### config.mk
export PLATFORM = sky130hd
export DESIGN_NAME = rx_desc_ring_writer
export DESIGN_NICKNAME = d
export VERILOG_FILES = /design/src/rtl/rxr_pkg.sv /design/src/rtl/rxr_byte_packer.sv /design/src/rtl/rxr_ring_ptr.sv /design/src/rtl/rxr_status_build.sv /design/src/rtl/rx_desc_ring_writer.sv
export SDC_FILE = /design/constraint.sdc
export NUM_CORES = 1
export LEC_CHECK = 0
export BUFFER_PORTS_ARGS = -buffer_cell sky130_fd_sc_hd__buf_2
export CAP_MARGIN = 30
export CORE_MARGIN = 5
export CORE_UTILIZATION = 50
export CTS_CLUSTER_SIZE = 20
export DETAILED_ROUTE_END_ITERATION = 6
export PLACE_DENSITY_LB_ADDON = 0.25
export SYNTH_ARGS = -nofsm -noshare
export SYNTH_HDL_FRONTEND = slang
export SYNTH_SLANG_ARGS = --single-unit
### constraint.sdc
create_clock -name clk -period 3.1 [get_ports clk]
set_clock_uncertainty 0.2 [all_clocks]
set_input_delay 0.155 -clock clk [delete_from_list [all_inputs] [get_ports clk]]
set_output_delay 0.155 -clock clk [all_outputs]
set_load 0.005 [all_outputs]
### src/rtl/rxr_pkg.sv
package rxr_pkg;
  localparam int WORD_W     = 32;
  localparam int LANES      = WORD_W / 8;
  localparam int DESC_BYTES = 8;
  localparam int STAT_OFS   = 4;

  // address word flags
  localparam int OWN_BIT  = 0;
  localparam int WRAP_BIT = 1;

  // status word layout
  localparam int ST_LEN_W  = 12;
  localparam int ST_FIRST  = 14;
  localparam int ST_LAST   = 15;
  localparam int ST_TYPE   = 22;
  localparam int ST_SA_LO  = 23;  // hit 4 here, hit 1 at ST_SA_LO+3
  localparam int ST_BCAST  = 31;

  typedef enum logic [2:0] {
    S_OFF, S_FETCH, S_NOBUF, S_READY, S_FILL, S_WB_STAT, S_WB_ADDR, S_DROP
  } rxr_state_e;

  typedef struct packed {
    logic       bcast;
    logic [3:0] sa;
    logic       typ;
  } rxr_hits_t;
endpackage

### src/rtl/rxr_byte_packer.sv
module rxr_byte_packer #(
  parameter int LANES = 4
) (
  input  logic                          clk,
  input  logic                          rst,
  input  logic                          clr,
  input  logic                          take,
  input  logic                          flush,
  input  logic [$clog2(LANES)-1:0]      lane,
  input  logic [7:0]                    din,
  output logic [8*LANES-1:0]            word_o,
  output logic [LANES-1:0]              be_o
);
  localparam int LANE_W = $clog2(LANES);

  logic [8*LANES-1:0] acc;
  logic [LANES-1:0]   acc_be;

  for (genvar g = 0; g < LANES; g++) begin : g_lane
    logic hit;
    assign hit              = take && (lane == LANE_W'(g));
    assign word_o[8*g +: 8] = hit ? din : acc[8*g +: 8];
    assign be_o[g]          = hit | acc_be[g];
  end

  always_ff @(posedge clk) begin
    if (rst || clr) begin
      acc    <= '0;
      acc_be <= '0;
    end else if (take) begin
      acc <= word_o;
      if (flush) acc_be <= '0;
      else       acc_be <= be_o;
    end
  end
endmodule

### src/rtl/rxr_ring_ptr.sv
module rxr_ring_ptr #(
  parameter int ADDR_W     = 32,
  parameter int DESC_BYTES = 8
) (
  input  logic              clk,
  input  logic              rst,
  input  logic              load,
  input  logic [ADDR_W-1:0] base,
  input  logic              adv,
  input  logic              wrap,
  output logic [ADDR_W-1:0] ptr
);
  localparam logic [ADDR_W-1:0] STEP = ADDR_W'(DESC_BYTES);

  always_ff @(posedge clk) begin
    if (rst || load)  ptr <= base;
    else if (adv)     ptr <= wrap ? base : ptr + STEP;
  end
endmodule

### src/rtl/rxr_status_build.sv
module rxr_status_build
  import rxr_pkg::*;
#(
  parameter int LEN_W = 12
) (
  input  logic              first,
  input  logic              last,
  input  logic [LEN_W-1:0]  len,
  input  rxr_hits_t         hits,
  output logic [WORD_W-1:0] st
);
  always_comb begin
    st           = '0;
    st[ST_FIRST] = first;
    st[ST_LAST]  = last;
    if (last) begin
      st[ST_LEN_W-1:0] = ST_LEN_W'(len);
      st[ST_BCAST]     = hits.bcast;
      st[ST_TYPE]      = hits.typ;
      for (int i = 0; i < 4; i++) begin
        st[ST_SA_LO + 3 - i] = hits.sa[i];
      end
    end
  end
endmodule

### src/rtl/rx_desc_ring_writer.sv
module rx_desc_ring_writer
  import rxr_pkg::*;
#(
  parameter int BUF_BYTES = 128,
  parameter int LEN_W     = 12
) (
  input  logic        clk,
  input  logic        rst,
  input  logic        rx_en,
  input  logic [31:0] ring_base,
  input  logic        s_valid,
  output logic        s_ready,
  input  logic [7:0]  s_data,
  input  logic        s_sof,
  input  logic        s_eof,
  input  logic        flt_bcast,
  input  logic [3:0]  flt_sa_hit,
  input  logic        flt_type_hit,
  output logic        dr_req,
  output logic [31:0] dr_addr,
  input  logic        dr_valid,
  input  logic [31:0] dr_data,
  output logic        mw_en,
  output logic [31:0] mw_addr,
  output logic [31:0] mw_data,
  output logic [3:0]  mw_be,
  output logic        ovr_pulse
);
  localparam int OFF_W  = $clog2(BUF_BYTES);
  localparam int LANE_W = $clog2(LANES);
  localparam logic [OFF_W-1:0] OFF_LAST = OFF_W'(BUF_BYTES - 1);
  localparam logic [31:0] STAT_STEP = 32'(STAT_OFS);

  rxr_state_e        state;
  logic [31:0]       desc_word;
  logic [31:0]       ptr;
  logic [31:0]       buf_base;
  logic [31:0]       st_word;
  logic [31:0]       pk_word;
  logic [LANES-1:0]  pk_be;
  logic [OFF_W-1:0]  off;
  logic [LEN_W-1:0]  flen;
  logic              in_frame;
  logic              first_buf;
  logic              last_buf;
  rxr_hits_t         hits;
  logic              take;
  logic              flush;
  logic              buf_full;
  logic              adv;
  logic [31:0]       word_ofs;

  assign buf_base = {desc_word[31:2], 2'b00};
  assign word_ofs = {{(32-OFF_W){1'b0}}, off[OFF_W-1:LANE_W], {LANE_W{1'b0}}};
  assign s_ready  = !rx_en || (state inside {S_OFF, S_NOBUF, S_READY, S_FILL, S_DROP});
  assign take     = rx_en && s_valid &&
                    ((state == S_FILL) || ((state == S_READY) && s_sof));
  assign buf_full = (off == OFF_LAST);
  assign flush    = take && ((off[LANE_W-1:0] == {LANE_W{1'b1}}) || s_eof);
  assign adv      = rx_en && (state == S_WB_ADDR);
  assign dr_req   = rx_en && (state == S_FETCH);
  assign dr_addr  = ptr;

  rxr_ring_ptr #(.ADDR_W(32), .DESC_BYTES(DESC_BYTES)) u_ptr (
    .clk  (clk),
    .rst  (rst),
    .load (!rx_en),
    .base (ring_base),
    .adv  (adv),
    .wrap (desc_word[WRAP_BIT]),
    .ptr  (ptr)
  );

  rxr_byte_packer #(.LANES(LANES)) u_pack (
    .clk    (clk),
    .rst    (rst),
    .clr    (!rx_en),
    .take   (take),
    .flush  (flush),
    .lane   (off[LANE_W-1:0]),
    .din    (s_data),
    .word_o (pk_word),
    .be_o   (pk_be)
  );

  rxr_status_build #(.LEN_W(LEN_W)) u_stat (
    .first (first_buf),
    .last  (last_buf),
    .len   (flen),
    .hits  (hits),
    .st    (st_word)
  );

  always_ff @(posedge clk) begin
    if (rst) begin
      state     <= S_OFF;
      desc_word <= '0;
      off       <= '0;
      flen      <= '0;
      in_frame  <= 1'b0;
      first_buf <= 1'b0;
      last_buf  <= 1'b0;
      hits      <= '0;
      mw_en     <= 1'b0;
      mw_addr   <= '0;
      mw_data   <= '0;
      mw_be     <= '0;
      ovr_pulse <= 1'b0;
    end else begin
      mw_en     <= 1'b0;
      ovr_pulse <= 1'b0;
      if (!rx_en) begin
        state     <= S_OFF;
        in_frame  <= 1'b0;
        first_buf <= 1'b0;
      end else begin
        case (state)
          S_OFF: state <= S_FETCH;

          S_FETCH: begin
            if (dr_valid) begin
              desc_word <= dr_data;
              off       <= '0;
              if (dr_data[OWN_BIT]) begin
                if (in_frame) begin
                  ovr_pulse <= 1'b1;
                  in_frame  <= 1'b0;
                  state     <= S_DROP;
                end else begin
                  state <= S_NOBUF;
                end
              end else begin
                state <= in_frame ? S_FILL : S_READY;
              end
            end
          end

          S_NOBUF: begin
            if (s_valid && s_sof) begin
              ovr_pulse <= 1'b1;
              state     <= s_eof ? S_FETCH : S_DROP;
            end else if (!s_valid) begin
              state <= S_FETCH;
            end
          end

          S_DROP: begin
            if (s_valid && s_eof) state <= S_FETCH;
          end

          S_READY, S_FILL: begin
            if (take) begin
              off      <= off + 1'b1;
              in_frame <= 1'b1;
              if (state == S_READY) begin
                flen      <= LEN_W'(1);
                first_buf <= 1'b1;
              end else begin
                flen <= flen + 1'b1;
              end
              if (flush) begin
                mw_en   <= 1'b1;
                mw_addr <= buf_base + word_ofs;
                mw_data <= pk_word;
                mw_be   <= pk_be;
              end
              if (s_eof) begin
                last_buf <= 1'b1;
                hits     <= '{bcast: flt_bcast, sa: flt_sa_hit, typ: flt_type_hit};
                state    <= S_WB_STAT;
              end else if (buf_full) begin
                last_buf <= 1'b0;
                state    <= S_WB_STAT;
              end else begin
                state <= S_FILL;
              end
            end
          end

          S_WB_STAT: begin
            mw_en   <= 1'b1;
            mw_addr <= ptr + STAT_STEP;
            mw_data <= st_word;
            mw_be   <= '1;
            state   <= S_WB_ADDR;
          end

          S_WB_ADDR: begin
            mw_en     <= 1'b1;
            mw_addr   <= ptr;
            mw_data   <= desc_word | 32'(1 << OWN_BIT);
            mw_be     <= '1;
            first_buf <= 1'b0;
            if (last_buf) in_frame <= 1'b0;
            state     <= S_FETCH;
          end

          default: state <= S_OFF;
        endcase
      end
    end
  end
endmodule

After elaboration in Yosys (flattened, before gate mapping). Cells that the tools add are included.

$add $sub $neg: 5. Eq/ne operators: 19. Multiplexer cells: 54. Bitwise gates (word level): 5. Reduce and logical (&&, ||, !) cells: 41.

Operators with widths (number): $mux W32 (7); $pmux W32 S3 (2); $add A32 B3 Y32 const B (1); $add A32 B4 Y32 const B (1); $add A32 B7 Y32 (1); $mux W8 (4); $mux W3 (9); $mux W12 (2); $reduce_and A4 Y1 (6); $pmux W3 S6 (1); $mux W1 (17); $mux W7 (2); $pmux W7 S2 (1); $add A12 B1 Y12 const B (1); $eq A3 B3 Y1 const B (4); $logic_and A1 B1 Y1 (12); $mux W4 (3); $ne A2 B2 Y1 const B (6); $reduce_bool A2 Y1 (5); $reduce_and A3 Y1 (3); $pmux W4 S2 (1); $reduce_or A2 Y1 (4); $add A7 B1 Y7 const B (1); $eq A7 B7 Y1 const B (1); other kinds (18) (29).

Bits in registers: 201. Bits of input ports: 85. Output and inout port bits: 104.

Depth between registers and ports, before layout.
Depth in word-level cells: 9. Depth in mapped cells: 10. Gate-level depth less buffers: 8.

Hierarchy. From an unflattened synthesis, not the netlist that was laid out.

Cell total of the unflattened synthesis: 1469. Area, all modules: 12190.4 µm².

By module, submodules not included: rx_desc_ring_writer (times used 1, cells an instance 1061, area each 8020.2 µm², sequential area each 2642.5 µm²); rxr_byte_packer (times used 1, cells an instance 175, area each 1981.9 µm², sequential area each 720.7 µm²); rxr_ring_ptr (times used 1, cells an instance 199, area each 1938.1 µm², sequential area each 960.9 µm²); rxr_status_build (times used 1, cells an instance 34, area each 250.2 µm², sequential area each 0.0 µm²).

Worst setup path after synthesis. Ideal clock, no wire load.

Kind: flip-flop to flip-flop. Start point: register off[2]. End point: register mw_addr[14]. Setup time: 0.132 ns. Arrival time: 2.000 ns. Data required time: 2.768 ns. Setup slack: 0.768 ns. Stages on the path, launching flop included: 10. Path buffers: 1. Period minus slack after synthesis: 2.332 ns. Cells stage by stage: dfxtp_1 ha_1 fa_1 a211oi_1 o21bai_1 clkbuf_1 nand3_1 xnor2_1 a221oi_1 nor3_1.

Cells in the longest elaborated chain, start to end: 4.

RTL lines: start: declaration (RTL line rx_desc_ring_writer.sv:41) `logic [OFF_W-1:0] off;`; start signal: assignment (RTL line rx_desc_ring_writer.sv:153) `off <= off + 1'b1;`; $add A32 B7 Y32 (RTL line rx_desc_ring_writer.sv:163) `mw_addr <= buf_base + word_ofs;`; $mux W32 (RTL line rx_desc_ring_writer.sv:161) `if (flush) begin`; $mux W32 (RTL line rx_desc_ring_writer.sv:152) `if (take) begin`; $pmux W32 S3 (RTL line rx_desc_ring_writer.sv:117) `case (state)`; end signal: assignment (RTL line rx_desc_ring_writer.sv:163); end signal: assignment (RTL line rx_desc_ring_writer.sv:182) `mw_addr <= ptr + STAT_STEP;`; end signal: assignment (RTL line rx_desc_ring_writer.sv:190) `mw_addr <= ptr;`; end: declaration (RTL line rx_desc_ring_writer.sv:24) `output logic [31:0] mw_addr,`.

Every way passes these cells. The select of a mux whose other input is x is not followed. A chain may end at the register's enable or synchronous reset.

Final worst setup path.
Start point: register state[0]. End point: register desc_word[8].

Cells in the longest elaborated chain, start to end: 2.

RTL lines: start: declaration (RTL line rx_desc_ring_writer.sv:34) `rxr_state_e state;`; start signal: assignment (RTL line rx_desc_ring_writer.sv:133) `state <= in_frame ? S_FILL : S_READY;`; start signal: assignment (RTL line rx_desc_ring_writer.sv:141) `state <= s_eof ? S_FETCH : S_DROP;`; $eq A3 B1 Y1 (RTL line rx_desc_ring_writer.sv:117); $reduce_and A3 Y1 (no source line); end signal: assignment (RTL line rx_desc_ring_writer.sv:122) `desc_word <= dr_data;`; end: declaration (RTL line rx_desc_ring_writer.sv:35) `logic [31:0] desc_word;`.

Every way passes these cells.

==> impl_metrics.tcl <==
set metrics [dict create \
    outcome "completed" \
    io_pins 189 \
    layout_common_cells "buf_2, nor2_1, dfxtp_1" \
    antenna_cells 0 \
    die_w_um 153 \
    worstSetupEndpointType "flop" \
    finalCritPeriodShare_pct 95.6 \
    rsz0062_at_grt "no" \
    clkSinkCount 200 \
    dp_hpwl_mm 24.4 \
    setup_violations 0 \
    path_cells "buf_4, inv_1, nor2_2, and3_1, and2_1, buf_4, nand2_1, a21oi_1, dlygate4sd3_1" \
    final_max_slew_viol_count 0 \
    synth_nets 1327 \
    fmax_ghz 0.338 \
    fillCellCount 1707 \
    clockPowerShare_pct 39.6 \
    hold-worst-slack_ns 0.0470 \
    dr.pass1.iters 6 \
    ys_types 79 \
    vias 10400 \
    p_comb_share_pct 9.3 \
    synth_area_per_cell_sq_um 8.38 \
    core_sq_um 20200 \
    required_ns 3.29 \
    ir_worst_vdd_mv 0.383 \
    cts_made_buffers 17 \
    async_flop_share_pct 0 \
    viasPerCell 5.87 \
    crit_fanout 31 \
    drt-initial-drc-count 1108 \
    dp_slack_ns 0.340 \
    clk_pin_slew_worst_paths_ns 0.08 \
    placed_cells 1646 \
    syn_to_final_growth_pct 26.4 \
    cts_buffer_depth 2 \
    power_leakage_nw 5.27 \
    clock-root-buffer "clkbuf_16" \
    synth_top_area_share_pct 32.7 \
    cts_tree "yes" \
    crit_path_max_incr_delay_ns 0.56 \
    setup_tns_ns 0 \
    gr-total-overflow 0 \
    p_sw_mw 1.46 \
    post_cts_buffers 0 \
    ys_seq_area_share_pct 42.1 \
    start_kind "flop" \
    worst_hold_path_type "in2reg" \
    worstSkewPairLatency_ns 0.44 \
    p_int_mw 4.00 \
    hold_violations 0 \
    relSlewSlack_pct 39.6 \
    die_area_sq_um 23500 \
    grt_usage_pct 28.2 \
    synth_seq_cells 200 \
    start_util_pct 50.8 \
    routedWlPerCell_um 19.4 \
    stdcell_count 1762 \
    fin_nets 1579 \
    cap_violations 0 \
    drive_above_1_share_pct 19.6 \
    critPathKind "reg2reg" \
    swShare_pct 26.8 \
    drc 0 \
    netlist_area_sq_um 10300 \
    yosysWarnings 0 \
    grt_max_degree 55 \
    drt_wl_total_mm 34.2 \
    worstMarginPinSlew_ns 0.905 \
    finalCriticalPeriod_ns 2.96 \
    port_buffers 188 \
    synth-edff-count 32 \
    layout_setup_ws_ns 0.138 \
    crit_buf_inv 4 \
    slowest_stage "dlygate4sd3_1" \
    p_per_area_nw_per_um2 421 \
    synthTopCellsByArea "dfxtp_1, edfxtp_1, nor2_1" \
    crit_top_cell "buf_4" \
    synthFlopType "dfxtp_1" \
    antenna_found_initial 0 \
    path_delay_family "buffers and inverters" \
    pwr-share-seq_pct 51.1 \
    first_global_vias 9800 \
    synth_top_area_cell "dfxtp_1" \
    critPathArrivalTime_ns 3.15 \
    cts-htree-levels 4 \
    antenna_left 0 \
    gp_congestion 0.926 \
    die_y_um 153 \
    grt_pass1_wl_mm 54.1 \
    final_common_cell "buf_2" \
    final_util_pct 64.2 \
    syn_inst 1227 \
    rows 52 \
]
[Yosys cell counts (5+ instances only)]
master,number
mux2i_1,32
mux2_1,8
a22oi_1,9
a222oi_1,5
a2bb2oi_1,9
xnor2_1,35
o21a_1,6
nor3_1,34
nand2_1,140
clkbuf_1,61
o21ai_0,32
buf_2,21
nand2b_1,6
a31oi_1,9
and2_1,23
o21ai_1,23
nor4_1,8
nand3_1,32
nor2_1,188
nand4_1,33
xor2_1,28
or3_1,7
inv_1,11
and3_1,15
a221oi_1,12
a311oi_1,18
ha_1,14
a21oi_1,100
a211oi_1,27
edfxtp_1,32
dfxtp_1,168
[layout make-up]
type | count | area [sq um] | share of cell area, %
multi-input combinational | 929 | 5570 | 42.9
tap | 270 | 338 | 2.60
clock buffer | 18 | 429 | 3.30
inverter | 11 | 41.3 | 0.318
sequential | 200 | 4320 | 33.3
timing repair buffer | 320 | 2160 | 16.6
clock inverter | 14 | 130 | 1.00
[what timing repair did]
action / 4_1_cts / 5_1_grt
setup endpoints to repair: 0 / 4
hold buffers: 84 / 0
gates resized for setup: 0 / 1
hold endpoints to repair: 118 / 0
[cell families (layout without fill, tap and decap cells)]
logic type               after synthesis  count (layout)  share of synthesized area [%]
AO/OA/AOI/OAI                        289             289                           18.3
flip-flops                           200             200                           42.1
multiplexers                          41              41                           4.10
adder cells (fa/ha/maj)               15              15                           1.90
XOR/XNOR                              63              63                           5.37
buffers and inverters                 98             363                           3.92
AND/OR/NAND/NOR                      521             521                           24.3
[worst paths after layout]
path | from | endpoint | slack [ns] | cells past startpoint
setup / recovery | state[0] | desc_word[8] | 0.14 | 9
hold / removal | s_eof | state[0] | 0.05 | 4
setup reg to reg | state[0] | desc_word[8] | 0.14 | 9
hold reg to reg | mw_addr[3] | mw_addr[3] | 0.26 | 2
[metal layers]
layer	GRT usage (%)	vias up	wire length (um)
met5	0	-	0
met4	7.06	0	666
met3	5.77	53	3060
met2	45.0	497	15800
met1	39.3	4887	14700
li1	-	4913	-
[registers in the layout (all words and copies together), names as in the netlist]
signal and count:
first_buf 1, u_ptr.ptr 32, mw_be 4, ovr_pulse 1
off 7, mw_addr 32, in_frame 1, last_buf 1
hits 6, u_pack.acc 32, state 3, mw_data 32
mw_en 1, flen 12, desc_word 31, u_pack.acc_be 4
[through the flow]
| stage | area (sq um) | power (mW) |
|---|---|---|
| after floorplan | 10300 | 3.06 |
| after global placement | 11600 | 3.26 |
| after detailed placement | 11600 | 3.27 |
| after CTS | 13000 | 5.45 |
| after global routing | 13000 | 5.65 |
| final | 13000 | 5.46 |
[power by group through the flow]
stage | clock, mW | combinational, mW | sequential (mW)
floorplan | 0 | 0.245 | 2.81
global placement | 0 | 0.415 | 2.85
detailed placement | 0 | 0.420 | 2.85
CTS | 2.16 | 0.501 | 2.79
global route | 2.30 | 0.554 | 2.80
finish | 2.16 | 0.509 | 2.79
[worst min-delay path: cells and delay by family]
kind	cells	cell delay [ns]
compound gates	3	0.33
buf+inv	1	0.14
Power figures use the tool's default switching activity.
